### src/rtl/cardbus_pkg.sv
package cardbus_pkg;

  typedef enum logic [2:0] {
    PH_IDLE  = 3'd0,
    PH_SETUP = 3'd1,
    PH_ACT   = 3'd2,
    PH_HOLD  = 3'd3,
    PH_SKIP  = 3'd4
  } phase_t;

  // strobe index: 0 mem read, 1 mem write, 2 io read, 3 io write
  function automatic logic [3:0] strobe_onehot(input logic io, input logic we);
    logic [3:0] v;
    v = 4'b0000;
    v[{io, we}] = 1'b1;
    return v;
  endfunction

  function automatic phase_t entry_phase(input logic no_setup);
    return no_setup ? PH_ACT : PH_SETUP;
  endfunction

  function automatic logic wants_split(input logic io, input logic [1:0] be,
                                       input logic io16_n);
    return io && (be == 2'b11) && io16_n;
  endfunction

  // active-high lane enables {hi, lo}
  function automatic logic [1:0] lane_enables(input logic [1:0] be, input logic split);
    return split ? 2'b01 : be;
  endfunction

endpackage

### src/rtl/cardbus_seq.sv
module cardbus_seq
  import cardbus_pkg::*;
#(
  parameter int CNT_W = 4
) (
  input  logic             clk,
  input  logic             rst_n,
  input  logic             start,
  input  logic             skip,
  input  logic             split_in,
  input  logic [CNT_W-1:0] setup_in,
  input  logic [CNT_W-1:0] wait_in,
  input  logic [CNT_W-1:0] hold_in,
  input  logic             wait_n,
  output phase_t           phase,
  output logic             half,
  output logic             split,
  output logic             done,
  output logic             cap_edge
);

  phase_t           phase_q;
  logic [CNT_W-1:0] cnt_q;
  logic [CNT_W-1:0] s_q, w_q, h_q;
  logic             half_q, split_q;

  logic sw_expired, act_done, hold_last, second_due;

  assign sw_expired = (phase_q == PH_ACT) && (cnt_q == w_q);
  assign act_done   = sw_expired && wait_n;
  assign hold_last  = (phase_q == PH_HOLD) && (cnt_q == h_q);
  assign second_due = split_q && !half_q;

  always_ff @(posedge clk or negedge rst_n) begin
    if (!rst_n) begin
      phase_q <= PH_IDLE;
      cnt_q   <= '0;
      s_q     <= '0;
      w_q     <= '0;
      h_q     <= '0;
      half_q  <= 1'b0;
      split_q <= 1'b0;
    end else begin
      case (phase_q)
        PH_IDLE: begin
          cnt_q  <= '0;
          half_q <= 1'b0;
          if (start) begin
            s_q     <= setup_in;
            w_q     <= wait_in;
            h_q     <= hold_in;
            split_q <= split_in;
            phase_q <= entry_phase(setup_in == '0);
          end else if (skip) begin
            split_q <= 1'b0;
            phase_q <= PH_SKIP;
          end
        end
        PH_SETUP: begin
          if (cnt_q == s_q - 1'b1) begin
            cnt_q   <= '0;
            phase_q <= PH_ACT;
          end else begin
            cnt_q <= cnt_q + 1'b1;
          end
        end
        PH_ACT: begin
          if (act_done) begin
            cnt_q   <= '0;
            phase_q <= PH_HOLD;
          end else if (!sw_expired) begin
            cnt_q <= cnt_q + 1'b1;
          end
        end
        PH_HOLD: begin
          if (hold_last) begin
            cnt_q <= '0;
            if (second_due) begin
              half_q  <= 1'b1;
              phase_q <= entry_phase(s_q == '0);
            end else begin
              phase_q <= PH_IDLE;
            end
          end else begin
            cnt_q <= cnt_q + 1'b1;
          end
        end
        PH_SKIP: phase_q <= PH_IDLE;
        default: phase_q <= PH_IDLE;
      endcase
    end
  end

  assign phase    = phase_q;
  assign half     = half_q;
  assign split    = split_q;
  assign cap_edge = act_done;
  assign done     = (hold_last && !second_due) || (phase_q == PH_SKIP);

endmodule

### src/rtl/cardbus_lanes.sv
module cardbus_lanes
  import cardbus_pkg::*;
#(
  parameter int ADDR_W = 26,
  parameter int LANE_W = 8,
  localparam int DATA_W = 2 * LANE_W
) (
  input  phase_t             phase,
  input  logic               half,
  input  logic               split,
  input  logic               io,
  input  logic               we,
  input  logic [ADDR_W-1:0]  addr,
  input  logic [1:0]         be,
  input  logic [DATA_W-1:0]  wdata,
  output logic [ADDR_W-1:0]  card_addr,
  output logic               ce_lo_n,
  output logic               ce_hi_n,
  output logic [3:0]         strobe_n,
  output logic [DATA_W-1:0]  card_wdata,
  output logic               card_wdata_oe,
  output logic               bus_active,
  output logic               strobe_on
);

  logic [1:0]        lanes;
  logic [LANE_W-1:0] byte_sel;

  assign bus_active = (phase == PH_SETUP) || (phase == PH_ACT) || (phase == PH_HOLD);
  assign strobe_on  = (phase == PH_ACT);
  assign lanes      = bus_active ? lane_enables(be, split) : 2'b00;
  assign ce_lo_n    = !lanes[0];
  assign ce_hi_n    = !lanes[1];
  assign strobe_n   = strobe_on ? ~strobe_onehot(io, we) : 4'b1111;
  assign byte_sel   = half ? wdata[DATA_W-1:LANE_W] : wdata[LANE_W-1:0];

  always_comb begin
    card_addr = '0;
    if (bus_active)
      card_addr = split ? {addr[ADDR_W-1:1], half} : addr;
  end

  always_comb begin
    card_wdata = '0;
    if (bus_active && we)
      card_wdata = split ? {{LANE_W{1'b0}}, byte_sel} : wdata;
  end

  assign card_wdata_oe = bus_active && we;

endmodule

### src/rtl/cardbus_ctrl.sv
module cardbus_ctrl
  import cardbus_pkg::*;
#(
  parameter int NREG   = 2,
  parameter int CNT_W  = 4,
  parameter int ADDR_W = 26,
  parameter int LANE_W = 8,
  localparam int REG_W  = (NREG > 1) ? $clog2(NREG) : 1,
  localparam int DATA_W = 2 * LANE_W
) (
  input  logic                  clk,
  input  logic                  rst_n,
  input  logic [NREG-1:0]       cfg_window_en,
  input  logic [NREG*CNT_W-1:0] cfg_setup,
  input  logic [NREG*CNT_W-1:0] cfg_wait,
  input  logic [NREG*CNT_W-1:0] cfg_hold,
  input  logic                  req_valid,
  output logic                  req_ready,
  input  logic [REG_W-1:0]      req_region,
  input  logic                  req_io,
  input  logic                  req_we,
  input  logic [ADDR_W-1:0]     req_addr,
  input  logic [1:0]            req_be,
  input  logic [DATA_W-1:0]     req_wdata,
  output logic [DATA_W-1:0]     rsp_rdata,
  output logic [ADDR_W-1:0]     card_addr,
  output logic                  card_ce_lo_n,
  output logic                  card_ce_hi_n,
  output logic                  card_mem_rd_n,
  output logic                  card_mem_wr_n,
  output logic                  card_io_rd_n,
  output logic                  card_io_wr_n,
  output logic [DATA_W-1:0]     card_wdata,
  output logic                  card_wdata_oe,
  input  logic [DATA_W-1:0]     card_rdata,
  input  logic                  card_wait_n,
  input  logic                  card_io16_n
);

  phase_t            phase;
  logic              half, split, cap_edge, done;
  logic              accept, win_hit, start, skip, split_req;
  logic              bus_active, strobe_on, skip_cyc;
  logic [3:0]        strobe_n;
  logic [CNT_W-1:0]  setup_sel, wait_sel, hold_sel;

  logic              io_q, we_q;
  logic [ADDR_W-1:0] addr_q;
  logic [1:0]        be_q;
  logic [DATA_W-1:0] wdata_q, rdata_q;

  assign accept    = (phase == PH_IDLE) && req_valid;
  assign win_hit   = cfg_window_en[req_region];
  assign start     = accept && win_hit;
  assign skip      = accept && !win_hit;
  assign split_req = wants_split(req_io, req_be, card_io16_n);
  assign skip_cyc  = (phase == PH_SKIP);

  assign setup_sel = cfg_setup[req_region*CNT_W +: CNT_W];
  assign wait_sel  = cfg_wait[req_region*CNT_W +: CNT_W];
  assign hold_sel  = cfg_hold[req_region*CNT_W +: CNT_W];

  always_ff @(posedge clk or negedge rst_n) begin
    if (!rst_n) begin
      io_q    <= 1'b0;
      we_q    <= 1'b0;
      addr_q  <= '0;
      be_q    <= '0;
      wdata_q <= '0;
    end else if (accept) begin
      io_q    <= req_io;
      we_q    <= req_we;
      addr_q  <= req_addr;
      be_q    <= req_be;
      wdata_q <= req_wdata;
    end
  end

  always_ff @(posedge clk or negedge rst_n) begin
    if (!rst_n) begin
      rdata_q <= '0;
    end else if (accept) begin
      rdata_q <= '0;
    end else if (cap_edge && !we_q) begin
      if (!split)
        rdata_q <= card_rdata & {{LANE_W{be_q[1]}}, {LANE_W{be_q[0]}}};
      else if (half)
        rdata_q[DATA_W-1:LANE_W] <= card_rdata[LANE_W-1:0];
      else
        rdata_q[LANE_W-1:0] <= card_rdata[LANE_W-1:0];
    end
  end

  cardbus_seq #(.CNT_W(CNT_W)) u_seq (
    .clk      (clk),
    .rst_n    (rst_n),
    .start    (start),
    .skip     (skip),
    .split_in (split_req),
    .setup_in (setup_sel),
    .wait_in  (wait_sel),
    .hold_in  (hold_sel),
    .wait_n   (card_wait_n),
    .phase    (phase),
    .half     (half),
    .split    (split),
    .done     (done),
    .cap_edge (cap_edge)
  );

  cardbus_lanes #(.ADDR_W(ADDR_W), .LANE_W(LANE_W)) u_lanes (
    .phase         (phase),
    .half          (half),
    .split         (split),
    .io            (io_q),
    .we            (we_q),
    .addr          (addr_q),
    .be            (be_q),
    .wdata         (wdata_q),
    .card_addr     (card_addr),
    .ce_lo_n       (card_ce_lo_n),
    .ce_hi_n       (card_ce_hi_n),
    .strobe_n      (strobe_n),
    .card_wdata    (card_wdata),
    .card_wdata_oe (card_wdata_oe),
    .bus_active    (bus_active),
    .strobe_on     (strobe_on)
  );

  assign card_mem_rd_n = strobe_n[0];
  assign card_mem_wr_n = strobe_n[1];
  assign card_io_rd_n  = strobe_n[2];
  assign card_io_wr_n  = strobe_n[3];
  assign req_ready     = done;
  assign rsp_rdata     = rdata_q;

endmodule

### config.mk
export PLATFORM = sky130hd
export DESIGN_NAME = cardbus_ctrl
export DESIGN_NICKNAME = d
export VERILOG_FILES = /design/src/rtl/cardbus_pkg.sv /design/src/rtl/cardbus_seq.sv /design/src/rtl/cardbus_lanes.sv /design/src/rtl/cardbus_ctrl.sv
export SDC_FILE = /design/constraint.sdc
export NUM_CORES = 1
export LEC_CHECK = 0
export CORE_AREA = 2 2 101 103
export CTS_CLUSTER_DIAMETER = 30
export DETAILED_ROUTE_END_ITERATION = 10
export DIE_AREA = 0 0 103 105
export GPL_TIMING_DRIVEN = 0
export PLACE_DENSITY = 0.8
export SETUP_SLACK_MARGIN = 0.3
export SLEW_MARGIN = 30
export SYNTH_ARGS = -nofsm -noshare
export SYNTH_HDL_FRONTEND = slang
export SYNTH_SLANG_ARGS = --single-unit
### constraint.sdc
create_clock -name clk -period 2.1 [get_ports clk]
set_input_delay 0.21 -clock clk [delete_from_list [all_inputs] [get_ports clk]]
set_output_delay 0.21 -clock clk [all_outputs]
set_load 0.02 [all_outputs]
Word level (Yosys, flattened, before mapping)
Index checks and enable logic that the tools add are counted.
{ "op_classes": {"addsub": 2, "n_lt_le_gt_ge": 3, "n_eq_ne": 16, "shift": 3, "n_mux": 36, "bitwise": 2, "reduce_logical": 36} }
{ "ops": {"columns": ["op", "n"], "rows": [
  ["16-bit two-way mux", 5],
  ["26-bit two-way mux", 1],
  ["8-bit two-way mux", 3],
  ["8-bit by 4-bit variable part select with 4-bit output", 3],
  ["4-bit two-way mux", 5],
  ["3-bit two-way mux", 6],
  ["16-bit bitwise AND", 1],
  ["4-bit case mux with 4 select lines", 1],
  ["1-bit logical AND", 13],
  ["4-bit == test", 3],
  ["3-bit case mux with 4 select lines", 1],
  ["2-bit AND reduction", 5],
  ["3-bit != test (second input constant)", 3],
  ["4-bit zero test", 2],
  ["1-bit two-way mux", 8],
  ["2-bit two-way mux", 4],
  ["2-bit != test (second input constant)", 4],
  ["3-bit by 2-bit == test with 1-bit output (second input constant)", 2],
  ["1-bit zero test", 6],
  ["2-bit nonzero test", 3],
  ["4-bit by 1-bit adder with 4-bit output (second input constant)", 1],
  ["4-bit inverter", 1],
  ["4-bit AND reduction", 1],
  ["4-bit nonzero test", 1],
  ["other kinds (13)", 15]
]} }
{ "word_totals": {"reg_bits": 83, "out_inout_bits": 66, "elab_cells": 112} }

Longest topological paths before layout
{ "depth": {"word_depth": 7, "mapped_depth": 7, "depth_no_buf": 7} }

Hierarchy
From an unflattened synthesis, not the netlist that was laid out.
{ "hier_totals": {"cells_unflattened": 409, "hier_area_um2": 4787.1} }
{ "modules_own_cells": {"columns": ["mod", "instances", "cells_each", "area_each_um2"], "rows": [
  ["cardbus_ctrl", 1, 197, 2899.0],
  ["cardbus_seq", 1, 124, 1296.2],
  ["cardbus_lanes", 1, 88, 591.8]
]} }

Worst setup path before layout
No wires, ideal clock.
{ "synth_path": {"kind": "flip-flop to flip-flop", "from": "register u_seq.cnt_q[0]", "to": "register rdata_q[5], in the netlist rsp_rdata[5]", "arrival_ps": 1857, "path_slack_ps": 166, "path_stages_with_launch": 8, "n_path_buf": 2, "period_less_slack_ps": 1934, "cell_sequence": "dfrtp_1 > buf_2 > xor2_1 > nor4_4 > nand4_4 > buf_6 > or3b_1 > a21oi_1"} }
{ "synth_via": {"elab_chain_len": 6} }
{ "synth_rtl": {"columns": ["item", "line", "rtl"], "rows": [
  ["start, declared", "cardbus_seq.sv:23", "logic [CNT_W-1:0] cnt_q;"],
  ["start signal, assigned", "cardbus_seq.sv:64", "cnt_q <= cnt_q + 1'b1;"],
  ["start signal, assigned", "cardbus_seq.sv:72", "cnt_q <= cnt_q + 1'b1;"],
  ["start signal, assigned", "cardbus_seq.sv:85", "cnt_q <= cnt_q + 1'b1;"],
  ["4-bit == test", "cardbus_seq.sv:29", "assign sw_expired = (phase_q == PH_ACT) && (cnt_q == w_q);"],
  ["1-bit logical AND", "cardbus_seq.sv:29", null],
  ["1-bit logical AND", "cardbus_seq.sv:30", "assign act_done = sw_expired && wait_n;"],
  ["1-bit logical AND", "cardbus_ctrl.sv:84", "end else if (cap_edge && !we_q) begin"],
  ["2-bit nonzero test (no source line)", null, null],
  ["2-bit AND reduction (no source line)", null, null],
  ["end signal, assigned", "cardbus_ctrl.sv:86", "rdata_q <= card_rdata & {{LANE_W{be_q[1]}}, {LANE_W{be_q[0]}}};"],
  ["end signal, assigned by index", "cardbus_ctrl.sv:88", "rdata_q[DATA_W-1:LANE_W] <= card_rdata[LANE_W-1:0];"],
  ["end signal, assigned by index", "cardbus_ctrl.sv:90", "rdata_q[LANE_W-1:0] <= card_rdata[LANE_W-1:0];"],
  ["end, declared", "cardbus_ctrl.sv:50", "logic [DATA_W-1:0] wdata_q, rdata_q;"]
]} }
Every way passes these cells.
A chain may end at the register's enable or synchronous reset.

Worst setup path after layout
{ "layout_path": {"from": "register u_seq.cnt_q[1]", "to": "register rdata_q[6], in the netlist rsp_rdata[6]"} }
Same word-level chain as after synthesis.

==> key figures <==
Clock network
  – Clock Root Buffer: clkbuf_8
  – Clk pin slew, worst setup/hold paths: around 0.090 ns
  – Clk_lat worst skew: between 0.3 and 0.4 ns
  – CTS Buffer Depth: 2
  – CTS tree: yes
  – CTS Buf Count: 9
  – Clock Sinks: 83
  – H-tree levels: 3

Detailed routing
  – DRC: 0
  – Antenna viol nets, final: 0
  – Drt pass-1 iters: 4
  – WL per Instance: 15.9 um
  – Vias per inst: ~5
  – DR vias: roughly 4300
  – Drt initial violations: ~150
  – DRT Wirelength: roughly 13000 um

Power and ir drop
  – Sw Share: just over 40%
  – Reg power frac: about 29%
  – Comb power frac: roughly three fifths
  – Pwr dens: approximately 1300 mW/mm^2
  – Internal power: 5.65 mW
  – Worst IR Drop VDD: around 0.55 mV
  – Lkg Pwr: 3.39 nW
  – Clock power frac: a little under an eighth
  – Design Power: 9.55 mW
  – Net switching power figure: a little under 4 mW

Yosys
  – XOR/XNOR share of the synthesized area: 3.06%
  – Avg Inst Size Synth: around 8.6 um^2
  – Post-synthesis cell count: 495
  – Yosys warning count: 0
  – Post-Synth Adder-Cell Area: 0.882%
  – Post-synth EDFFs: 0
  – Seq/Total Area, Yosys: just under 50%
  – Ys async rst share: 100%
  – Post-synthesis cell type count: 46
  – Mapped Area: 0.00426 mm^2
  – Mapped Nets: 592
  – Ys flop type: dfrtp_1
  – Simple-gate share of the synthesized area: a little under a third
  – Largest family of logic cells by synthesized area: simple AND/OR/NAND/NOR gates
  – Compound-gate portion of the synthesized area: 8.62%
  – Number of synthesized register bits: just over 80
  – Multiplexer area fraction after synthesis: 3.06%

Global routing
  – Vias in the first global route: 4363
  – Largest net degree at the start of global routing: 63
  – Grt ovf: 0
  – Gr usage total: between 20% and 30%
  – GR peak layer: met2
  – First-pass GRT wire length: 20500 um
  – Met2 GRT Util: around 41%
  – Grt met1 use: 29.8%
  – Met3 Usage GRT: under 10%
  – Initial antenna violation count: 0

Place
  – Pre-CTS WS: -0.385 ns
  – DP Area: between 0.006 and 0.007 mm^2
  – GPL Wtd Cong: approximately 0.84
  – IO Port Bufs: 158
  – Dpl hpwl: approximately 8900 um

Worst setup path
  – RR Endpoint: rsp_rdata[6]
  – R2R setup slack: around 0.063 ns
  – CP max stage cell: dfrtp_1
  – Crit-path cells: buf_8, xor2_2, nor4_4, buf_4, nand4_4, buf_6, or3b_1, a21oi_2
  – Worst setup EP type: flop
  – CP arrival: approximately 2.3 ns
  – Reg2reg start: u_seq.cnt_q[1]
  – CP startpoint kind: flop
  – R2R depth: 8
  – Critical path class: reg2reg
  – Max stage delay on crit path: between 0.4 and 0.5 ns
  – Worst Path Max Fanout: 7
  – Critical Path RT: about 2.4 ns

Finish
  – Area delta synth->final: 71.0%
  – Commonest non-fill, non-tap cells in the layout: 170 x nand2_1, 107 x clkdlybuf4s50_1, 81 x dfrtp_1, 58 x buf_6, 34 x buf_4
  – Most common cell after layout, fill and taps aside: nand2_1
  – Filler cells: between 600 and 700
  – Final core occ: approximately three quarters
  – Ant diodes: 0
  – Layout net count: between 800 and 900
  – Finished Cell Area: 0.00728 mm^2
  – Share of post-route cells with drive strength above 1: 33.5%

Hold path
  – Worst hold path class: in2async

Floorplanning
  – Initial core utilization: roughly 44%
  – Core ar.: about 0.0096 mm^2
  – Die ar.: 0.0108 mm^2
  – Die Wd: approximately 100 um
  – Boundary Pins: 160
  – Rows: 36
  – Die height: around 110 um

STA
  – Tightest Pin Transition: about 0.7 ns
  – Hold slack: roughly 0.26 ns
  – Slew headroom: roughly 53%
  – Final hold viol count: 0
  – Final setup violation count: 0
  – Final slew viol count: 0
  – Max Fclk: 491 MHz
  – Final worst path period need: roughly 2 ns
  – Fin crit share: between 90% and 100%
  – Setup ws final: 0.0629 ns
  – Worst Skew: ~0.014 ns
  – RSZ-0062 raised after global routing: yes

Flow run
  – Max-cap viol count: 0

Run status
  – Status: finished, final reports clean
-- cell type report --
class,count,area (um^2),area share [%]
inverters,8,36.3,0.499
clock inverters,4,51.3,0.705
multi-input cells,375,2510,34.6
repair buffers,204,2040,28.1
clock buffers,12,135,1.86
flip-flops and latches,83,2080,28.6
well taps,133,166,2.29
plain buffers,30,251,3.46
-- cells in the mapped netlist, drive strengths merged, types with 3 or more instances --
cell	n	area, um^2
xnor2	8	70.1
buf	13	85.1
or3b	8	70.1
nor3	15	86.3
o21ai	4	20.0
inv	8	30.0
nand2b	3	18.8
nor3b	3	22.5
dfrtp	83	2080
a221oi	8	70.1
and2	35	220
mux2i	13	130
nand4	4	40.0
xor2	6	60.1
clkbuf	17	63.8
ha	3	37.5
a21oi	32	160
nor2	25	93.8
nand2	176	663
nor2b	10	62.6
-- cell families after synthesis --
logic type      Yosys count
flops                    83
compound gates           58
simple gates            286
buf+inv                  38
fa+ha+maj                 3
mux                      13
xor+xnor                 14
-- layer usage --
layer | up-vias | wire [um]
met5 | - | 0
met3 | 19 | 812
met1 | 2064 | 5450
li1 | 2046 | -
met2 | 163 | 7020
met4 | 0 | 205
-- registers in the layout, indices dropped and copies added, names as in the netlist, 2 cells and up --
name         count
wdata_q         16
addr_q          26
u_seq.cnt_q      4
u_seq.s_q        4
u_seq.h_q        4
be_q             2
u_seq.phase      3
u_seq.w_q        4
rsp_rdata       16
-- worst max-delay path by stage --
stage	endpoint	from	slack (ns)
CTS	rsp_rdata[6]	u_seq.cnt_q[0]	0.11
floorplan	rsp_rdata[5]	u_seq.cnt_q[1]	0.21
global route	rsp_rdata[6]	u_seq.cnt_q[1]	-0.04
finish	rsp_rdata[6]	u_seq.cnt_q[1]	0.06
detailed placement	card_addr[18]	u_seq.phase[2]	-0.39
global placement	rsp_rdata[1]	rst_n	-2.09
-- through the flow --
stage	instances	TNS [ns]
2_1_floorplan	495	0
3_3_place_gp	786	-181.95
3_5_place_dp	787	-10.86
4_1_cts	831	0
5_1_grt	849	-0.111
6_report	849	0
-- power groups by stage --
stage | Combinational (mW) | Sequential, mW | Clock (mW)
floorplan | 2.40 | 2.70 | 0
global placement | 3.99 | 2.68 | 0
detailed placement | 4.09 | 2.72 | 0
CTS | 4.90 | 2.72 | 1.15
global route | 6.04 | 2.86 | 1.22
finish | 5.63 | 2.78 | 1.14
-- what timing repair did --
action / 4_1_cts / 5_1_grt
resized for setup: 343 / 119
cloned: 4 / 1
endpoints found under the setup margin: 119 / 126
pin swaps: 36 / 32
hold buffers: 1 / 0
buffers inserted: 23 / 17
hold endpoints to repair: 21 / 0
-- worst max-delay path, delay by kind of cell, from the launching register on --
| family | cells | cell delay, ns |
|---|---|---|
| and+or+nand+nor | 3 | 0.76 |
| buffers and inverters | 3 | 0.50 |
| DFF | 1 | 0.42 |
| xor gates and xnor gates | 1 | 0.15 |
| AOI/OAI and AO/OA | 1 | 0.14 |
Note: power is estimated with default switching activity, not from simulation.
